`config.mk`:
```
export PLATFORM = sky130hd
export DESIGN_NAME = cir_rx_top
export DESIGN_NICKNAME = d
export VERILOG_FILES = /design/src/rtl/cir_rx_pkg.sv /design/src/rtl/cir_rx_front.sv /design/src/rtl/cir_rx_coder.sv /design/src/rtl/cir_rx_fifo.sv /design/src/rtl/cir_rx_top.sv
export SDC_FILE = /design/constraint.sdc
export NUM_CORES = 1
export LEC_CHECK = 0
export CAP_MARGIN = 5
export CORE_MARGIN = 5
export CORE_UTILIZATION = 61
export CTS_BUF_LIST = sky130_fd_sc_hd__clkbuf_8
export DETAILED_ROUTE_END_ITERATION = 12
export GPL_ROUTABILITY_DRIVEN = 0
export PLACE_DENSITY = 0.91
export SLEW_MARGIN = 15
export SYNTH_ARGS = -nofsm -noshare
export SYNTH_HDL_FRONTEND = slang
export SYNTH_SLANG_ARGS = --single-unit
```
`constraint.sdc`:
```
create_clock -name clk -period 4.4 [get_ports clk]
set_input_delay 1.32 -clock clk [delete_from_list [all_inputs] [get_ports clk]]
set_output_delay 1.32 -clock clk [all_outputs]
set_load 0.05 [all_outputs]
```
`src/rtl/cir_rx_pkg.sv`:
```
package cir_rx_pkg;
  typedef struct packed {
    logic       lvl;
    logic [6:0] len;
  } sym_t;

  localparam logic [2:0] A_CTRL  = 3'd0;
  localparam logic [2:0] A_RXCFG = 3'd1;
  localparam logic [2:0] A_DATA  = 3'd2;
  localparam logic [2:0] A_IEN   = 3'd3;
  localparam logic [2:0] A_STAT  = 3'd4;
  localparam logic [2:0] A_SCFG  = 3'd5;

  localparam int B_OVF   = 0;
  localparam int B_PEND  = 1;
  localparam int B_AVAIL = 4;
  localparam int B_FIELD = 8;

  localparam logic [6:0] RUN_MAX = 7'd127;
endpackage

```
`src/rtl/cir_rx_front.sv`:
```
module cir_rx_front #(
  parameter int BASE_DIV = 1,
  parameter int FILT_W   = 6
) (
  input  logic              clk,
  input  logic              rst_n,
  input  logic              run,
  input  logic              ir_in,
  input  logic              invert,
  input  logic              div_sel,
  input  logic [FILT_W-1:0] filt_thr,
  output logic              tick,
  output logic              lvl
);
  localparam int PRE_W = $clog2(128 * BASE_DIV);
  localparam logic [PRE_W-1:0] LIM_SLOW = PRE_W'(128 * BASE_DIV - 1);
  localparam logic [PRE_W-1:0] LIM_FAST = PRE_W'(64 * BASE_DIV - 1);

  logic [1:0]        sync_q;
  logic              raw;
  logic [PRE_W-1:0]  pre_q, pre_n, lim;
  logic              flt_q, flt_n;
  logic [FILT_W-1:0] dif_q, dif_n;

  always_ff @(posedge clk or negedge rst_n) begin
    if (!rst_n) sync_q <= '0;
    else        sync_q <= {sync_q[0], ir_in};
  end

  assign raw  = sync_q[1] ^ invert;
  assign lim  = div_sel ? LIM_SLOW : LIM_FAST;
  assign tick = run && (pre_q >= lim);
  assign lvl  = flt_q;

  always_comb begin
    pre_n = pre_q;
    flt_n = flt_q;
    dif_n = dif_q;
    if (!run) begin
      pre_n = '0;
      flt_n = 1'b0;
      dif_n = '0;
    end else begin
      pre_n = tick ? '0 : pre_q + PRE_W'(1);
      if (tick) begin
        if (raw == flt_q) begin
          dif_n = '0;
        end else if (({1'b0, dif_q} + (FILT_W+1)'(1)) >= {1'b0, filt_thr}) begin
          flt_n = raw;
          dif_n = '0;
        end else begin
          dif_n = dif_q + FILT_W'(1);
        end
      end
    end
  end

  always_ff @(posedge clk or negedge rst_n) begin
    if (!rst_n) begin
      pre_q <= '0;
      flt_q <= 1'b0;
      dif_q <= '0;
    end else begin
      pre_q <= pre_n;
      flt_q <= flt_n;
      dif_q <= dif_n;
    end
  end
endmodule

```
`src/rtl/cir_rx_coder.sv`:
```
module cir_rx_coder
  import cir_rx_pkg::*;
(
  input  logic       clk,
  input  logic       rst_n,
  input  logic       run,
  input  logic       tick,
  input  logic       lvl,
  input  logic [7:0] idle_thr,
  output logic       push,
  output sym_t       sym,
  output logic       pkt_end
);
  logic        act_q, act_n, cur_q, cur_n;
  logic [6:0]  cnt_q, cnt_n;
  logic [15:0] idl_q, idl_n;
  logic [16:0] idl_lim, idl_inc;

  assign idl_lim = ({9'd0, idle_thr} + 17'd1) << 7;
  assign idl_inc = {1'b0, idl_q} + 17'd1;
  assign sym     = '{lvl: cur_q, len: cnt_q};

  always_comb begin
    act_n   = act_q;
    cur_n   = cur_q;
    cnt_n   = cnt_q;
    idl_n   = idl_q;
    push    = 1'b0;
    pkt_end = 1'b0;
    if (!run) begin
      act_n = 1'b0;
      cur_n = 1'b0;
      cnt_n = '0;
      idl_n = '0;
    end else if (tick) begin
      if (!act_q) begin
        if (lvl) begin
          act_n = 1'b1;
          cur_n = 1'b1;
          cnt_n = 7'd1;
          idl_n = '0;
        end
      end else if (lvl != cur_q) begin
        push  = 1'b1;
        cur_n = lvl;
        cnt_n = 7'd1;
        idl_n = lvl ? 16'd0 : 16'd1;
      end else if (!cur_q && (idl_inc == idl_lim)) begin
        pkt_end = 1'b1;
        act_n   = 1'b0;
        cnt_n   = '0;
        idl_n   = '0;
      end else begin
        if (cnt_q == RUN_MAX) begin
          push  = 1'b1;
          cnt_n = 7'd1;
        end else begin
          cnt_n = cnt_q + 7'd1;
        end
        if (!cur_q) idl_n = idl_inc[15:0];
      end
    end
  end

  always_ff @(posedge clk or negedge rst_n) begin
    if (!rst_n) begin
      act_q <= 1'b0;
      cur_q <= 1'b0;
      cnt_q <= '0;
      idl_q <= '0;
    end else begin
      act_q <= act_n;
      cur_q <= cur_n;
      cnt_q <= cnt_n;
      idl_q <= idl_n;
    end
  end
endmodule

```
`src/rtl/cir_rx_fifo.sv`:
```
module cir_rx_fifo #(
  parameter int DEPTH = 16,
  parameter int DW    = 8,
  localparam int AW   = $clog2(DEPTH),
  localparam int CW   = AW + 1
) (
  input  logic          clk,
  input  logic          rst_n,
  input  logic          push,
  input  logic [DW-1:0] din,
  input  logic          pop,
  output logic [DW-1:0] dout,
  output logic [CW-1:0] count,
  output logic          full,
  output logic          drop
);
  logic [DW-1:0] mem [DEPTH];
  logic [AW-1:0] wp_q, rp_q;
  logic          do_push, do_pop;

  assign full    = (count == CW'(DEPTH));
  assign do_pop  = pop && (count != '0);
  assign do_push = push && (!full || do_pop);
  assign drop    = push && full && !do_pop;
  assign dout    = mem[rp_q];

  always_ff @(posedge clk) begin
    if (do_push) mem[wp_q] <= din;
  end

  always_ff @(posedge clk or negedge rst_n) begin
    if (!rst_n) begin
      wp_q  <= '0;
      rp_q  <= '0;
      count <= '0;
    end else begin
      if (do_push) wp_q <= wp_q + AW'(1);
      if (do_pop)  rp_q <= rp_q + AW'(1);
      count <= count + CW'(do_push) - CW'(do_pop);
    end
  end
endmodule

```
`src/rtl/cir_rx_top.sv`:
```
module cir_rx_top
  import cir_rx_pkg::*;
#(
  parameter int DEPTH    = 16,
  parameter int BASE_DIV = 1
) (
  input  logic        clk,
  input  logic        rst_n,
  input  logic        ir_in,
  input  logic        reg_wr,
  input  logic        reg_rd,
  input  logic [2:0]  reg_addr,
  input  logic [31:0] reg_wdata,
  output logic [31:0] reg_rdata,
  output logic        irq
);
  localparam int AW = $clog2(DEPTH);
  localparam int CW = AW + 1;

  logic rs_q1, rs_q2, rst_i;
  always_ff @(posedge clk or negedge rst_n) begin
    if (!rst_n) {rs_q2, rs_q1} <= 2'b00;
    else        {rs_q2, rs_q1} <= {rs_q1, 1'b1};
  end
  assign rst_i = rs_q2;

  // register state
  logic          ctl_gen, ctl_rxen, cfg_inv, smp_div;
  logic [1:0]    ctl_mode;
  logic          ien_ovf, ien_pend, ien_avail;
  logic [AW-1:0] ien_lvl;
  logic [5:0]    smp_filt;
  logic [7:0]    smp_idle;
  logic          st_ovf, st_pend, st_avail;
  logic          ctl_gen_n, ctl_rxen_n, cfg_inv_n, smp_div_n;
  logic [1:0]    ctl_mode_n;
  logic          ien_ovf_n, ien_pend_n, ien_avail_n;
  logic [AW-1:0] ien_lvl_n;
  logic [5:0]    smp_filt_n;
  logic [7:0]    smp_idle_n;
  logic          st_ovf_n, st_pend_n, st_avail_n;
  logic [31:0]   rdata_n;

  logic          run, tick, flt_lvl, coder_push, pkt_end;
  sym_t          coder_sym;
  logic          fifo_pop, fifo_full, fifo_drop, avail_cond;
  logic [7:0]    fifo_dout;
  logic [CW-1:0] fifo_count;
  logic          w_ctrl, w_rxcfg, w_ien, w_stat, w_scfg;
  logic          unused_wdata;

  assign unused_wdata = ^reg_wdata[31:16];
  assign run = ctl_gen && ctl_rxen && (ctl_mode == 2'b11);

  cir_rx_front #(.BASE_DIV(BASE_DIV), .FILT_W(6)) u_front (
    .clk(clk), .rst_n(rst_i), .run(run), .ir_in(ir_in), .invert(cfg_inv),
    .div_sel(smp_div), .filt_thr(smp_filt), .tick(tick), .lvl(flt_lvl));

  cir_rx_coder u_coder (
    .clk(clk), .rst_n(rst_i), .run(run), .tick(tick), .lvl(flt_lvl),
    .idle_thr(smp_idle), .push(coder_push), .sym(coder_sym), .pkt_end(pkt_end));

  cir_rx_fifo #(.DEPTH(DEPTH), .DW(8)) u_fifo (
    .clk(clk), .rst_n(rst_i), .push(coder_push), .din(coder_sym),
    .pop(fifo_pop), .dout(fifo_dout), .count(fifo_count),
    .full(fifo_full), .drop(fifo_drop));

  assign w_ctrl   = reg_wr && (reg_addr == A_CTRL);
  assign w_rxcfg  = reg_wr && (reg_addr == A_RXCFG);
  assign w_ien    = reg_wr && (reg_addr == A_IEN);
  assign w_stat   = reg_wr && (reg_addr == A_STAT);
  assign w_scfg   = reg_wr && (reg_addr == A_SCFG);
  assign fifo_pop = reg_rd && (reg_addr == A_DATA);
  assign avail_cond = fifo_count > CW'(ien_lvl);

  always_comb begin
    ctl_gen_n   = w_ctrl  ? reg_wdata[0]    : ctl_gen;
    ctl_rxen_n  = w_ctrl  ? reg_wdata[1]    : ctl_rxen;
    ctl_mode_n  = w_ctrl  ? reg_wdata[5:4]  : ctl_mode;
    cfg_inv_n   = w_rxcfg ? reg_wdata[2]    : cfg_inv;
    ien_ovf_n   = w_ien   ? reg_wdata[B_OVF]   : ien_ovf;
    ien_pend_n  = w_ien   ? reg_wdata[B_PEND]  : ien_pend;
    ien_avail_n = w_ien   ? reg_wdata[B_AVAIL] : ien_avail;
    ien_lvl_n   = w_ien   ? reg_wdata[B_FIELD +: AW] : ien_lvl;
    smp_div_n   = w_scfg  ? reg_wdata[0]    : smp_div;
    smp_filt_n  = w_scfg  ? reg_wdata[7:2]  : smp_filt;
    smp_idle_n  = w_scfg  ? reg_wdata[15:8] : smp_idle;
    st_ovf_n    = fifo_drop  || (st_ovf   && !(w_stat && reg_wdata[B_OVF]));
    st_pend_n   = pkt_end    || (st_pend  && !(w_stat && reg_wdata[B_PEND]));
    st_avail_n  = avail_cond || (st_avail && !(w_stat && reg_wdata[B_AVAIL]));
    rdata_n = '0;
    case (reg_addr)
      A_CTRL:  rdata_n = {26'd0, ctl_mode, 2'b00, ctl_rxen, ctl_gen};
      A_RXCFG: rdata_n = {29'd0, cfg_inv, 2'b00};
      A_DATA:  rdata_n = (fifo_count != '0) ? {24'd0, fifo_dout} : 32'd0;
      A_IEN: begin
        rdata_n[B_FIELD +: AW] = ien_lvl;
        rdata_n[B_OVF]   = ien_ovf;
        rdata_n[B_PEND]  = ien_pend;
        rdata_n[B_AVAIL] = ien_avail;
      end
      A_STAT: begin
        rdata_n[B_FIELD +: CW] = fifo_count;
        rdata_n[B_OVF]   = st_ovf;
        rdata_n[B_PEND]  = st_pend;
        rdata_n[B_AVAIL] = st_avail;
      end
      A_SCFG:  rdata_n = {16'd0, smp_idle, smp_filt, 1'b0, smp_div};
      default: rdata_n = '0;
    endcase
  end

  always_ff @(posedge clk or negedge rst_i) begin
    if (!rst_i) begin
      ctl_gen <= 1'b0;  ctl_rxen <= 1'b0;  ctl_mode <= '0;  cfg_inv <= 1'b0;
      ien_ovf <= 1'b0;  ien_pend <= 1'b0;  ien_avail <= 1'b0; ien_lvl <= '0;
      smp_div <= 1'b0;  smp_filt <= '0;    smp_idle <= '0;
      st_ovf  <= 1'b0;  st_pend  <= 1'b0;  st_avail <= 1'b0;
      reg_rdata <= '0;
    end else begin
      ctl_gen <= ctl_gen_n;  ctl_rxen <= ctl_rxen_n;  ctl_mode <= ctl_mode_n;
      cfg_inv <= cfg_inv_n;
      ien_ovf <= ien_ovf_n;  ien_pend <= ien_pend_n;  ien_avail <= ien_avail_n;
      ien_lvl <= ien_lvl_n;
      smp_div <= smp_div_n;  smp_filt <= smp_filt_n;  smp_idle <= smp_idle_n;
      st_ovf  <= st_ovf_n;   st_pend  <= st_pend_n;   st_avail <= st_avail_n;
      if (reg_rd) reg_rdata <= rdata_n;
    end
  end

  assign irq = (st_ovf && ien_ovf) || (st_pend && ien_pend) || (st_avail && ien_avail);
endmodule

```
== Word level (Yosys, flattened, before mapping) ==
Memories as Yosys holds them, arrays and structs flattened.
Index checks and enable logic that the tools add are counted.
W data, S select, Z words.
Cells by class
  $lt $le $gt $ge: 3
  muxes and demuxes: 58
  add/sub/neg operators: 10
  reduce and logical (&&, ||, !) cells: 41
  bitwise operators: 1
  equal/unequal tests: 17
Operators by type and width (count)
  $mux W16: 7
  $mux W7: 10
  $mux W1: 29
  $mux W6: 4
  $logic_and A1 B1 Y1: 23
  $add A16 B1 Y17 const B: 1
  $eq A17 B17 Y1: 1
  $pmux W4 S4: 1
  $add A7 B1 Y7 const B: 2
  $pmux W2 S5: 1
  $add A8 B1 Y9 const B: 1
  $pmux W3 S3: 1
  $reduce_and A3 Y1: 3
  $add A4 B1 Y4 const B: 2
  $mux W8: 1
  $add A6 B1 Y7 const B: 1
  $eq A7 B7 Y1 const B: 1
  $ge A7 B6 Y1: 1
  $ge A7 B7 Y1: 1
  $add A6 B1 Y6 const B: 1
  $eq A3 B2 Y1 const B: 2
  $eq A3 B3 Y1 const B: 2
  $logic_not A1 Y1: 6
  $logic_or A1 B1 Y1: 6
  other kinds (19): 22
Word-level totals
  memories kept: 1
  output and inout port bits: 33
  RAM bits: 128
  input port bits: 40
  bits in registers: 118
  logic and storage cells: 159
Memory list
  u_fifo.mem: depth 16, width 8, rd ports 1, clocked after memory_dff 0, write ports 1, line cir_rx_fifo.sv:17  | logic [DW-1:0] mem [DEPTH];

== Logic depth before layout (Yosys ltp) ==
  word-level depth: 11
  depth in mapped cells: 17
  gate-level depth less buffers: 15

== Cells and area by module ==
A second synthesis with hierarchy kept.
Unflattened totals
  cells, all modules: 905
  area total of the unflattened synthesis: 11402.2 µm²
By module, submodules not included
  cir_rx_fifo: seq. area each 4169.0 µm², instances 1, cells each 321, area each 5766.8 µm²
  cir_rx_top: seq. area each 1201.2 µm², instances 1, cells each 218, area each 2473.6 µm²
  cir_rx_coder: seq. area each 625.6 µm², instances 1, cells each 265, area each 2178.3 µm²
  cir_rx_front: seq. area each 400.4 µm², instances 1, cells each 101, area each 983.4 µm²

== Worst setup path after synthesis ==
OpenSTA, ideal clock, no wires.
  path type: input to register
  from: in reg_addr[0]
  to: reg u_fifo.count[4]
  setup slack: 0.507 ns
  data required time: 4.277 ns
  path buffers: 3
  stages: 15
  setup time: 0.123 ns
  arrival time: 3.770 ns
  path through: clkbuf_1 a2111oi_4 nand2_1 a31oi_1 nand2_1 a41oi_1 or2_0 clkbuf_1 buf_2 ha_1 fa_1 a21oi_1 nor2_1 nor2_1 xnor2_1
On the way
  longest elaborated chain between the ends: 7
Ends and longest elaborated chain
  start, declared: line cir_rx_top.sv:12  | input logic [2:0] reg_addr,
  $eq A3 B2 Y1: line cir_rx_top.sv:73  | assign fifo_pop = reg_rd && (reg_addr == A_DATA);
  $logic_and A1 B1 Y1: line cir_rx_top.sv:73
  $logic_and A1 B1 Y1: line cir_rx_fifo.sv:22  | assign do_pop = pop && (count != '0);
  $logic_or A1 B1 Y1: line cir_rx_fifo.sv:23  | assign do_push = push && (!full || do_pop);
  $logic_and A1 B1 Y1: line cir_rx_fifo.sv:23
  via u_fifo.do_push: line cir_rx_fifo.sv:19  | logic do_push, do_pop;
  $add A5 B1 Y5: line cir_rx_fifo.sv:39  | count <= count + CW'(do_push) - CW'(do_pop);
  $sub A5 B1 Y5: line cir_rx_fifo.sv:39
  end signal, assigned: line cir_rx_fifo.sv:39
  end, declared: line cir_rx_fifo.sv:13  | output logic [CW-1:0] count,
The timed path passes the listed nets, and every way through them passes these cells.
A chain may end at the register's enable or synchronous reset.

== Worst setup path after layout ==
  from: in reg_addr[1]
  to: mem u_fifo.mem[3][2], enable pin
On the way
  longest elaborated chain between the ends: 7
Ends and longest elaborated chain
  $eq A3 B2 Y1: line cir_rx_top.sv:73
  $logic_and A1 B1 Y1: line cir_rx_top.sv:73
  $logic_and A1 B1 Y1: line cir_rx_fifo.sv:22
  $logic_or A1 B1 Y1: line cir_rx_fifo.sv:23
  $logic_and A1 B1 Y1: line cir_rx_fifo.sv:23
  $mux W1: line cir_rx_fifo.sv:28  | if (do_push) mem[wp_q] <= din;
  $mux W1 (implied by the code): line cir_rx_fifo.sv:28
  end, declared: line cir_rx_fifo.sv:17
Every way passes these cells.

==> impl_metrics.env <==
export IMPL_drive_gt1_share_pct=17.05
export IMPL_grt_max_degree=73
export IMPL_place_hpwl_mm=16.78
export IMPL_end_kind="flop"
export IMPL_routed_wl_mm=24.55
export IMPL_track_usage_pct=24.44
export IMPL_htree_levels=2
export IMPL_clockRootBuffer="clkbuf_8"
export IMPL_finalSetupTns_ns=0
export IMPL_ys_flop_type="edfxtp_1"
export IMPL_yosysMostFrequentCell="edfxtp_1"
export IMPL_max_freq_mhz=261.0
export IMPL_drt_vias_per_instance=6.318
export IMPL_drc=0
export IMPL_hold_buffers=0
export IMPL_cts_resized=0
export IMPL_power_density_nw_per_um2=431.0
export IMPL_grt_pass1_vias=7305
export IMPL_ys_top_cells_by_count="128 x edfxtp_1, 102 x dfrtp_1, 59 x nand2_1"
export IMPL_avgSynthCellArea_um2=13.30
export IMPL_ys_seq_area_share_pct=58.50
export IMPL_cts_tree="done"
export IMPL_clock_skew_ns=0.01825
export IMPL_finalPower_mw=5.297
export IMPL_die_height_um=143.9
export IMPL_relSlewSlack_pct=36.25
export IMPL_synth_compound_area_share_pct=6.970
export IMPL_synth_area_um2=10930
export IMPL_fin_crit_sh_pct=87.09
export IMPL_setup_viol=0
export IMPL_cp_required_ns=4.63
export IMPL_synth_area_mux_share_pct=12.34
export IMPL_critPathMaxFanout=8
export IMPL_die_w_um=143.9
export IMPL_syn_inst=822
export IMPL_ant_nets=0
export IMPL_wl_per_cell_um=21.35
export IMPL_rows=49
export IMPL_worstSkewPairLatency_ns=0.54
export IMPL_period_needed_ns=3.832
export IMPL_synth_edf_count=128
export IMPL_hold_path_class="reg -> reg"
export IMPL_power_leakage_nw=5.221
export IMPL_worstSetupStartpointType="input port"
export IMPL_io_pins=73
export IMPL_cts_made_buffers=38
export IMPL_async_flop_share_pct=44.35
export IMPL_status="completed"
export IMPL_nets=962
export IMPL_worst_slew_pin_slew_ns=0.9563
export IMPL_vias=7266
export IMPL_drv_cap=0
export IMPL_synth_xor_area_share_pct=3.433
export IMPL_port_buffers=40
export IMPL_hold_viol_final=0
export IMPL_ys_warn_count=0
export IMPL_clk_path_buf_depth=3
export IMPL_clk_pin_slew_ns=0.06
export IMPL_rsz0062_at_grt="false"
export IMPL_synth_cell_type_count=64
export IMPL_cts_setup_buffers=0
export IMPL_synthTopCellsByArea="edfxtp_1 35%, dfrtp_1 23%, mux4_2 8.2%"
export IMPL_drt_iter0_drc=693
export IMPL_worstPathArrival_ns=4.07
export IMPL_ir_drop_mv=0.2323
export IMPL_cts_sinks=230
export IMPL_synth_top_area_share_pct=35.16
export IMPL_slew_viol_final=0
export IMPL_area_growth_pct=12.41
export IMPL_diodes=0
export IMPL_overflow=0
export IMPL_antenna_found_initial=0
export IMPL_synth_top_family_by_area="multiplexers"
export IMPL_synthAdderAreaFrac_pct=3.502
export IMPL_criticalPathCategory="in -> reg"
export IMPL_yosys_area_top_type="edfxtp_1"
export IMPL_dr_pass1_iters=8
export IMPL_grt_pass1_wl_mm=39.00
export IMPL_die_area_um2=20700
export IMPL_ys_ff_latch=230
export IMPL_synth_simple_area_share_pct=11.51
export IMPL_start_util_pct=61.49
export IMPL_coreArea_um2=17780
==> area by class of cell <==
cell class | instances | area, um^2
well taps | 229 | 286.5
multi-input cells | 525 | 4195
fillers | 1119 | 5490
flip-flops and latches | 230 | 6401
repair buffers | 62 | 565.5
clock buffers | 40 | 550.5
inverters | 35 | 131.4
clock inverters | 29 | 158.9
==> path summary, 6_finish.rpt <==
kind	from	to	slack [ns]	cells after the start
worst max-delay path	reg_addr[1]	u_fifo.mem[3][2]	0.57	11
worst min-delay path	rs_q1	rs_q2	0.36	0
worst max register to register	u_coder.idl_q[0]	u_fifo.count[4]	0.63	14
worst min register to register	rs_q1	rs_q2	0.36	0
max in group asynchronous	rs_q2	u_fifo.wp_q[1]	2.99	1
min in group asynchronous	rs_q2	u_coder.cnt_q[0]	0.47	0
==> cells in the final DEF (no fill, tap or decap), types with 13 or more instances in the layout <==
cell               n
nand4_1           13
edfxtp_1         128
mux4_2            40
o21ai_0           23
conb_1            17
a21oi_1           28
xor2_1            17
nor2_1            55
clkbuf_8          40
buf_4             22
xnor2_1           24
clkdlybuf4s50_1   40
and3_1            27
ha_1              29
mux2_2            30
nand2_1           59
inv_1             48
nand3_1           29
dfrtp_1          100
==> state kept, by name, indices dropped and copies added (netlist names), 2 cells and up <==
| register | count |
|---|---|
| u_fifo.rp_q | 4 |
| ien_lvl | 4 |
| u_coder.cnt_q | 7 |
| u_front.pre_q | 7 |
| smp_filt | 6 |
| u_front.dif_q | 6 |
| u_front.sync_q | 2 |
| ctl_mode | 2 |
| reg_rdata | 16 |
| u_fifo.wp_q | 4 |
| u_coder.idl_q | 16 |
| u_fifo.mem | 128 |
| u_fifo.count | 5 |
| smp_idle | 8 |
==> worst max-delay path, stage by stage <==
cell             delay [ns]
clkdlybuf4s50_1        0.51
inv_1                  0.11
a2111oi_4              0.35
nand2_1                0.14
a31oi_1                0.29
nand2_1                0.11
a41oi_1                0.25
buf_4                  0.18
o21ai_0                0.29
nor3_1                 0.28
buf_4                  0.23
==> logic make-up after synthesis <==
family	after synthesis
other	2
multiplexers	81
AND/OR/NAND/NOR	245
buffers and inverters	82
XOR/XNOR	42
flip-flops	230
adder cells (fa/ha/maj)	30
AO/OA/AOI/OAI	110
==> stage by stage <==
stage          utilization, %  hold WS (ns)  area (um^2)  setup slack [ns]  std cells
4_1_cts                 69.12        0.3603        12290            0.6532       1150
6_report                69.12        0.3596        12290            0.5679       1150
2_1_floorplan               -        0.3312        10990            0.5074        837
3_3_place_gp            65.13        0.3386        11580            0.2541       1081
3_5_place_dp            65.13        0.3479        11580            0.1524       1081
5_1_grt                 69.12        0.3652        12290            0.4155       1150
==> where the power goes <==
group          internal [mW]  switching [mW]
clock                  0.908           0.841
combinational          0.447           0.454
sequential              2.37           0.273
total                   3.73            1.57
==> routing by layer <==
metal	track usage, %	share of wire, %	up-vias
met1	32.88	39	3626
met2	39.78	50	377
met5	0	0	-
met4	9.911	3.6	0
met3	4.459	7.7	69
li1	-	-	3194
No activity file was read; power rests on OpenSTA's default activity.
